<file path="config.mk">
export PLATFORM = sky130hd
export DESIGN_NAME = wbn_bridge
export DESIGN_NICKNAME = d
export VERILOG_FILES = /design/src/rtl/wbn_pkg.sv /design/src/rtl/wbn_lane_pack.sv /design/src/rtl/wbn_lane_pick.sv /design/src/rtl/wbn_ctrl.sv /design/src/rtl/wbn_bridge.sv
export SDC_FILE = /design/constraint.sdc
export NUM_CORES = 1
export LEC_CHECK = 0
export BUFFER_PORTS_ARGS = -buffer_cell sky130_fd_sc_hd__buf_2
export CORE_AREA = 4 4 138 140
export CTS_CLUSTER_DIAMETER = 30
export DETAILED_ROUTE_END_ITERATION = 8
export DIE_AREA = 0 0 142 144
export SLEW_MARGIN = 25
export SYNTH_ARGS = -nofsm -noshare
export SYNTH_HDL_FRONTEND = slang
export SYNTH_HIERARCHICAL = 1
export SYNTH_SLANG_ARGS = --single-unit
</file>
<file path="constraint.sdc">
create_clock -name clk -period 6.1 [get_ports clk]
set_clock_uncertainty 0.1 [all_clocks]
set_input_delay 1.22 -clock clk [delete_from_list [all_inputs] [get_ports clk]]
set_output_delay 1.22 -clock clk [all_outputs]
set_load 0.02 [all_outputs]
</file>
<file path="src/rtl/wbn_pkg.sv">
package wbn_pkg;
  typedef enum logic [2:0] {
    ST_IDLE  = 3'd0,
    ST_CMD   = 3'd1,
    ST_WDATA = 3'd2,
    ST_RWAIT = 3'd3,
    ST_DONE  = 3'd4
  } wbn_state_t;
endpackage

</file>
<file path="src/rtl/wbn_lane_pack.sv">
module wbn_lane_pack #(
  parameter int BUS_DW    = 32,
  parameter int GRAN      = 8,
  parameter int NATIVE_DW = 128,
  localparam int LANES     = NATIVE_DW / BUS_DW,
  localparam int LANE_BITS = (LANES > 1) ? $clog2(LANES) : 1,
  localparam int SEL_W     = BUS_DW / GRAN,
  localparam int BPG       = GRAN / 8,
  localparam int LANE_BYTES = BUS_DW / 8,
  localparam int NBYTES    = NATIVE_DW / 8
) (
  input  logic [LANE_BITS-1:0] lane,
  input  logic [SEL_W-1:0]     sel,
  input  logic [BUS_DW-1:0]    dat,
  output logic [NATIVE_DW-1:0] wide_data,
  output logic [NBYTES-1:0]    wide_be
);
  logic [SEL_W-1:0]      sel_eff;
  logic [LANE_BYTES-1:0] word_be;

  // an empty select means the whole bus word
  always_comb begin
    sel_eff = (sel == '0) ? {SEL_W{1'b1}} : sel;
  end

  for (genvar g = 0; g < SEL_W; g++) begin : g_expand
    assign word_be[g*BPG +: BPG] = {BPG{sel_eff[g]}};
  end

  always_comb begin
    wide_data = '0;
    wide_be   = '0;
    for (int l = 0; l < LANES; l++) begin
      if (lane == LANE_BITS'(l)) begin
        wide_data[l*BUS_DW +: BUS_DW]       = dat;
        wide_be[l*LANE_BYTES +: LANE_BYTES] = word_be;
      end
    end
  end
endmodule

</file>
<file path="src/rtl/wbn_lane_pick.sv">
module wbn_lane_pick #(
  parameter int BUS_DW    = 32,
  parameter int NATIVE_DW = 128,
  localparam int LANES     = NATIVE_DW / BUS_DW,
  localparam int LANE_BITS = (LANES > 1) ? $clog2(LANES) : 1
) (
  input  logic [LANE_BITS-1:0] lane,
  input  logic [NATIVE_DW-1:0] wide_data,
  output logic [BUS_DW-1:0]    word
);
  always_comb begin
    word = '0;
    for (int l = 0; l < LANES; l++) begin
      if (lane == LANE_BITS'(l)) word = wide_data[l*BUS_DW +: BUS_DW];
    end
  end
endmodule

</file>
<file path="src/rtl/wbn_ctrl.sv">
module wbn_ctrl
  import wbn_pkg::*;
(
  input  logic clk,
  input  logic rst_n,
  input  logic req,
  input  logic is_write,
  input  logic cmd_ready,
  input  logic wr_ready,
  input  logic rd_valid,
  output logic accept,
  output logic cmd_valid,
  output logic wr_valid,
  output logic rd_take,
  output logic ack
);
  wbn_state_t st_q, st_d;

  always_comb begin
    st_d = st_q;
    unique case (st_q)
      ST_IDLE:  if (req)       st_d = ST_CMD;
      ST_CMD:   if (cmd_ready) st_d = is_write ? ST_WDATA : ST_RWAIT;
      ST_WDATA: if (wr_ready)  st_d = ST_DONE;
      ST_RWAIT: if (rd_valid)  st_d = ST_DONE;
      ST_DONE:                 st_d = ST_IDLE;
      default:                 st_d = ST_IDLE;
    endcase
  end

  always_ff @(posedge clk or negedge rst_n) begin
    if (!rst_n) st_q <= ST_IDLE;
    else        st_q <= st_d;
  end

  assign accept    = (st_q == ST_IDLE) && req;
  assign cmd_valid = (st_q == ST_CMD);
  assign wr_valid  = (st_q == ST_WDATA);
  assign rd_take   = (st_q == ST_RWAIT) && rd_valid;
  assign ack       = (st_q == ST_DONE);

  assert_ack_single_R9: assert property (@(posedge clk) disable iff (!rst_n)
    ack |=> !ack);
  assert_cmd_hold_R3: assert property (@(posedge clk) disable iff (!rst_n)
    (cmd_valid && !cmd_ready) |=> cmd_valid);
  assert_wr_hold_R7: assert property (@(posedge clk) disable iff (!rst_n)
    (wr_valid && !wr_ready) |=> wr_valid);
  assert_wr_ack_R7: assert property (@(posedge clk) disable iff (!rst_n)
    (wr_valid && wr_ready) |=> ack);
  assert_rd_ack_R8: assert property (@(posedge clk) disable iff (!rst_n)
    rd_take |=> ack);
  assert_excl_R9: assert property (@(posedge clk) disable iff (!rst_n)
    !(cmd_valid && wr_valid));
endmodule

</file>
<file path="src/rtl/wbn_bridge.sv">
module wbn_bridge #(
  parameter int BUS_DW    = 32,
  parameter int GRAN      = 8,
  parameter int NATIVE_DW = 128,
  parameter int NATIVE_AW = 3,
  localparam int LANES     = NATIVE_DW / BUS_DW,
  localparam int LANE_BITS = (LANES > 1) ? $clog2(LANES) : 1,
  localparam int BUS_AW    = NATIVE_AW + LANE_BITS,
  localparam int SEL_W     = BUS_DW / GRAN,
  localparam int NBYTES    = NATIVE_DW / 8
) (
  input  logic                 clk,
  input  logic                 rst_n,
  input  logic                 bus_cyc,
  input  logic                 bus_stb,
  input  logic                 bus_we,
  input  logic [BUS_AW-1:0]    bus_adr,
  input  logic [SEL_W-1:0]     bus_sel,
  input  logic [BUS_DW-1:0]    bus_dat_w,
  output logic [BUS_DW-1:0]    bus_dat_r,
  output logic                 bus_ack,
  output logic                 mem_cmd_valid,
  input  logic                 mem_cmd_ready,
  output logic                 mem_cmd_we,
  output logic [NATIVE_AW-1:0] mem_cmd_addr,
  output logic                 mem_wr_valid,
  input  logic                 mem_wr_ready,
  output logic [NATIVE_DW-1:0] mem_wr_data,
  output logic [NBYTES-1:0]    mem_wr_be,
  input  logic                 mem_rd_valid,
  input  logic [NATIVE_DW-1:0] mem_rd_data
);
  // reset: asserted at once, released on the clock
  logic rst_meta, rst_sync_n;
  always_ff @(posedge clk or negedge rst_n) begin
    if (!rst_n) begin
      rst_meta   <= 1'b0;
      rst_sync_n <= 1'b0;
    end else begin
      rst_meta   <= 1'b1;
      rst_sync_n <= rst_meta;
    end
  end

  logic                 accept, rd_take;
  logic                 we_q, we_d;
  logic [BUS_AW-1:0]    adr_q, adr_d;
  logic [SEL_W-1:0]     sel_q, sel_d;
  logic [BUS_DW-1:0]    dat_q, dat_d;
  logic [BUS_DW-1:0]    rdat_q, rdat_d;
  logic [BUS_DW-1:0]    picked;
  logic [LANE_BITS-1:0] lane;

  always_comb begin
    we_d   = accept ? bus_we    : we_q;
    adr_d  = accept ? bus_adr   : adr_q;
    sel_d  = accept ? bus_sel   : sel_q;
    dat_d  = accept ? bus_dat_w : dat_q;
    rdat_d = rd_take ? picked   : rdat_q;
  end

  always_ff @(posedge clk or negedge rst_sync_n) begin
    if (!rst_sync_n) begin
      we_q   <= 1'b0;
      adr_q  <= '0;
      sel_q  <= '0;
      dat_q  <= '0;
      rdat_q <= '0;
    end else begin
      we_q   <= we_d;
      adr_q  <= adr_d;
      sel_q  <= sel_d;
      dat_q  <= dat_d;
      rdat_q <= rdat_d;
    end
  end

  assign lane         = adr_q[LANE_BITS-1:0];
  assign mem_cmd_addr = adr_q[BUS_AW-1:LANE_BITS];
  assign mem_cmd_we   = we_q;
  assign bus_dat_r    = rdat_q;

  wbn_ctrl u_ctrl (
    .clk       (clk),
    .rst_n     (rst_sync_n),
    .req       (bus_cyc && bus_stb),
    .is_write  (we_q),
    .cmd_ready (mem_cmd_ready),
    .wr_ready  (mem_wr_ready),
    .rd_valid  (mem_rd_valid),
    .accept    (accept),
    .cmd_valid (mem_cmd_valid),
    .wr_valid  (mem_wr_valid),
    .rd_take   (rd_take),
    .ack       (bus_ack)
  );

  wbn_lane_pack #(.BUS_DW(BUS_DW), .GRAN(GRAN), .NATIVE_DW(NATIVE_DW)) u_pack (
    .lane      (lane),
    .sel       (sel_q),
    .dat       (dat_q),
    .wide_data (mem_wr_data),
    .wide_be   (mem_wr_be)
  );

  wbn_lane_pick #(.BUS_DW(BUS_DW), .NATIVE_DW(NATIVE_DW)) u_pick (
    .lane      (lane),
    .wide_data (mem_rd_data),
    .word      (picked)
  );

  assert_addr_stable_R3: assert property (@(posedge clk) disable iff (!rst_sync_n)
    (mem_cmd_valid && !mem_cmd_ready) |=> $stable(mem_cmd_addr));
  assert_be_stable_R7: assert property (@(posedge clk) disable iff (!rst_sync_n)
    (mem_wr_valid && !mem_wr_ready) |=> ($stable(mem_wr_be) && $stable(mem_wr_data)));
  assert_be_nonzero_R6: assert property (@(posedge clk) disable iff (!rst_sync_n)
    mem_wr_valid |-> (mem_wr_be != '0));
  assert_reset_quiet_R1: assert property (@(posedge clk)
    !rst_sync_n |-> (!bus_ack && !mem_cmd_valid && !mem_wr_valid));
endmodule

</file>
==> metrics.txt <==
status finished, final reports clean; Total Nets Final around 900; Setup Viol. Count Final 0; first-pass GRT wire length between 20 and 25 mm; Via density between 4 and 5; Die X roughly 140 um; Max Cap Viol 0; kind of critical path reg -> out; vias in the first global route roughly 4,400; maximum vdd ir drop roughly 210 uV; Synth Register Bits 79; detailed placement HPWL around 13 mm; Avg Inst Size Synth 13.2 um^2; CTS resizes 0; footprint of the multi-input gates between 2000 and 3000 um^2; Post-DRT Antenna Nets 0; Peak Freq between 200 and 300 MHz; sequential cell area fraction in the yosys report around 38%; CTS tree yes; num rows slightly below 50; Initial DRT Pass Iterations 4; pwr/cell area between 500 and 600 nW/um^2; Die ar. between 20,000 and 25,000 um^2; initial core utilization just under 30%; number of fill cells 1,760; Relative slew margins ~48%; Max H-tree Level 3; Via Count 4,411; GRT Util Overall 15.0%; RSZ-0062 raised after global routing false; slowest stage delay, CP ~0.60 ns; clock root buffer clkbuf_16; Register Area approximately 2000 um^2; final core utilization around two fifths; Slew Viols, Final 0; worst-skew pair later-pin latency 0.34 ns; Async SR Flop Fraction between 90% and 100%; final worst-path cycle share between 50% and 60%; Yosys warning count 6; IO Port Bufs around 360; R2R cell count 3; Synth Flop Type dfrtp_1; pin count of the biggest net entering global routing 78; Num CTS Buffers 9; EDFF count, synth 0; clk sink count 79; hold buffer count at CTS 0; drc violations 0; startpoint class of the critical path flop; final hold vios 0; # IOs 360; Core ar. 17,800 um^2; Initial DRC Count ~140; Routability Congestion around 0.79; total congestion overflow 0; Die Height between 100 and 150 um; Synthesized Nets 575; Crit Path Max Fanout between 70 and 80; Final min period 3.58 ns; final WL around 16 mm; synthesized instance count approximately 400; Post-CTS Setup Inserts 0; Synth cell types 29; Longest Clk Path Bufs 2; Synth Cell Area roughly 5200 um^2; Worst Max-Slew Pin Slew between 0.7 and 0.8 ns; CP arrival about 2.3 ns; share of post-route cells with drive strength above 1 between 60% and 70%; Routed wire per std cell between 15 and 20 um; Crit. End Element output pin; leakage roughly 4.0 nW; Hold Crit Class reg -> async; Slowest cell on crit path buf_4; initial antenna violation count 3; crit-path cells buf_4 > and2b_2 > and2_1 > buf_2; area growth from synthesis to layout 40.6%; final setup TNS 0 ns; CP required 4.78 ns; Clk pin slew, worst setup/hold paths approximately 0.06 ns
[path summary, 6_finish.rpt]
kind	from	to	slack, ns
min in group clk	rst_meta	rst_sync_n	0.27
worst max-delay path	adr_q[1]	mem_wr_data[86]	2.52
worst min register to register	rst_sync_n	sel_q[2]	0.20
worst min-delay path	rst_sync_n	sel_q[2]	0.20
max in group asynchronous	rst_sync_n	dat_q[5]	5.09
worst max register to register	adr_q[0]	bus_dat_r[31]	3.73
[cells in the final DEF (no fill, tap or decap), types with 4 or more instances in the layout]
master,synthesis,final
inv_1,4,4
mux2_4,71,71
a21oi_1,17,17
buf_4,3,5
mux2_2,4,4
or3_4,4,4
clkbuf_16,0,9
and3_1,33,33
buf_2,8,359
mux4_2,30,30
and2_1,97,97
dfrtp_1,79,76
[power by group]
group / switching, mW / internal, mW / total, mW
Sequential: 0.305 / 0.784 / 1.09
Clock: 0.216 / 0.318 / 0.534
Combinational: 1.30 / 1.13 / 2.44
Total: 1.82 / 2.24 / 4.06
[per-stage QoR]
step                power (mW)  hold WS (ns)  instances  cell area, um^2  worst slack, ns
floorplan                 2.87         0.231        398             5250             3.56
global placement          3.54         0.235        954             7060             2.96
detailed placement        3.56         0.251        954             7060             2.89
CTS                       4.12         0.269        970             7350             2.52
global route              4.33         0.262        973             7370             2.34
finish                    4.06         0.200        974             7380             2.52
[layout make-up]
cell class | instances | area share (%)
clock inverters | 5 | 0.814
inverters | 4 | 0.204
diodes | 3 | 0.102
well taps | 229 | 3.88
multi-input cells | 278 | 39.8
repair buffers | 365 | 25.1
flip-flops and latches | 79 | 26.9
clock buffers | 11 | 3.15
[state kept, by name, indices dropped and copies added, names as in the netlist]
name / count
u_ctrl/st_q: 3
rst_sync_n: 1
dat_q: 32
bus_dat_r: 32
sel_q: 4
rst_meta: 1
mem_cmd_we: 1
adr_q: 5
[metal layers]
layer / track usage (%) / routed length, um / vias up
met5: 0 / 17 / -
met4: 5.40 / 354 / 2
met3: 5.72 / 1590 / 26
met2: 25.4 / 8190 / 233
met1: 17.5 / 6230 / 2067
li1: - / - / 2083
[cell usage after synthesis (all sizes together), types with 2 or more instances]
cell type,number,area share (%)
mux4,32,14
and3,33,3.9
inv,4,0.29
a21oi,17,1.6
nor2,4,0.43
dfrtp,79,38
mux2,75,21
nand2,2,0.14
nor3b,2,0.29
and2b,2,0.33
clkbuf,12,1.0
buf,25,5.4
or3,4,0.86
nand2b,3,0.36
and2,97,12
[critical path, delay by kind of cell, from the launching register on]
kind,cells,cell delay (ns)
DFF,1,0.34
and+or+nand+nor,2,0.76
buffers and inverters,2,0.76
[cells by family (layout without fill, tap and decap cells)]
kind of cell	Yosys count	in the layout	synth area share, %
AO/OA/AOI/OAI	19	19	2.03
flip-flops	79	79	37.7
multiplexers	107	107	35.0
AND/OR/NAND/NOR	151	151	18.5
other	1	4	0.0715
buffers and inverters	41	385	6.65
Note: power is estimated with default switching activity, not from simulation.
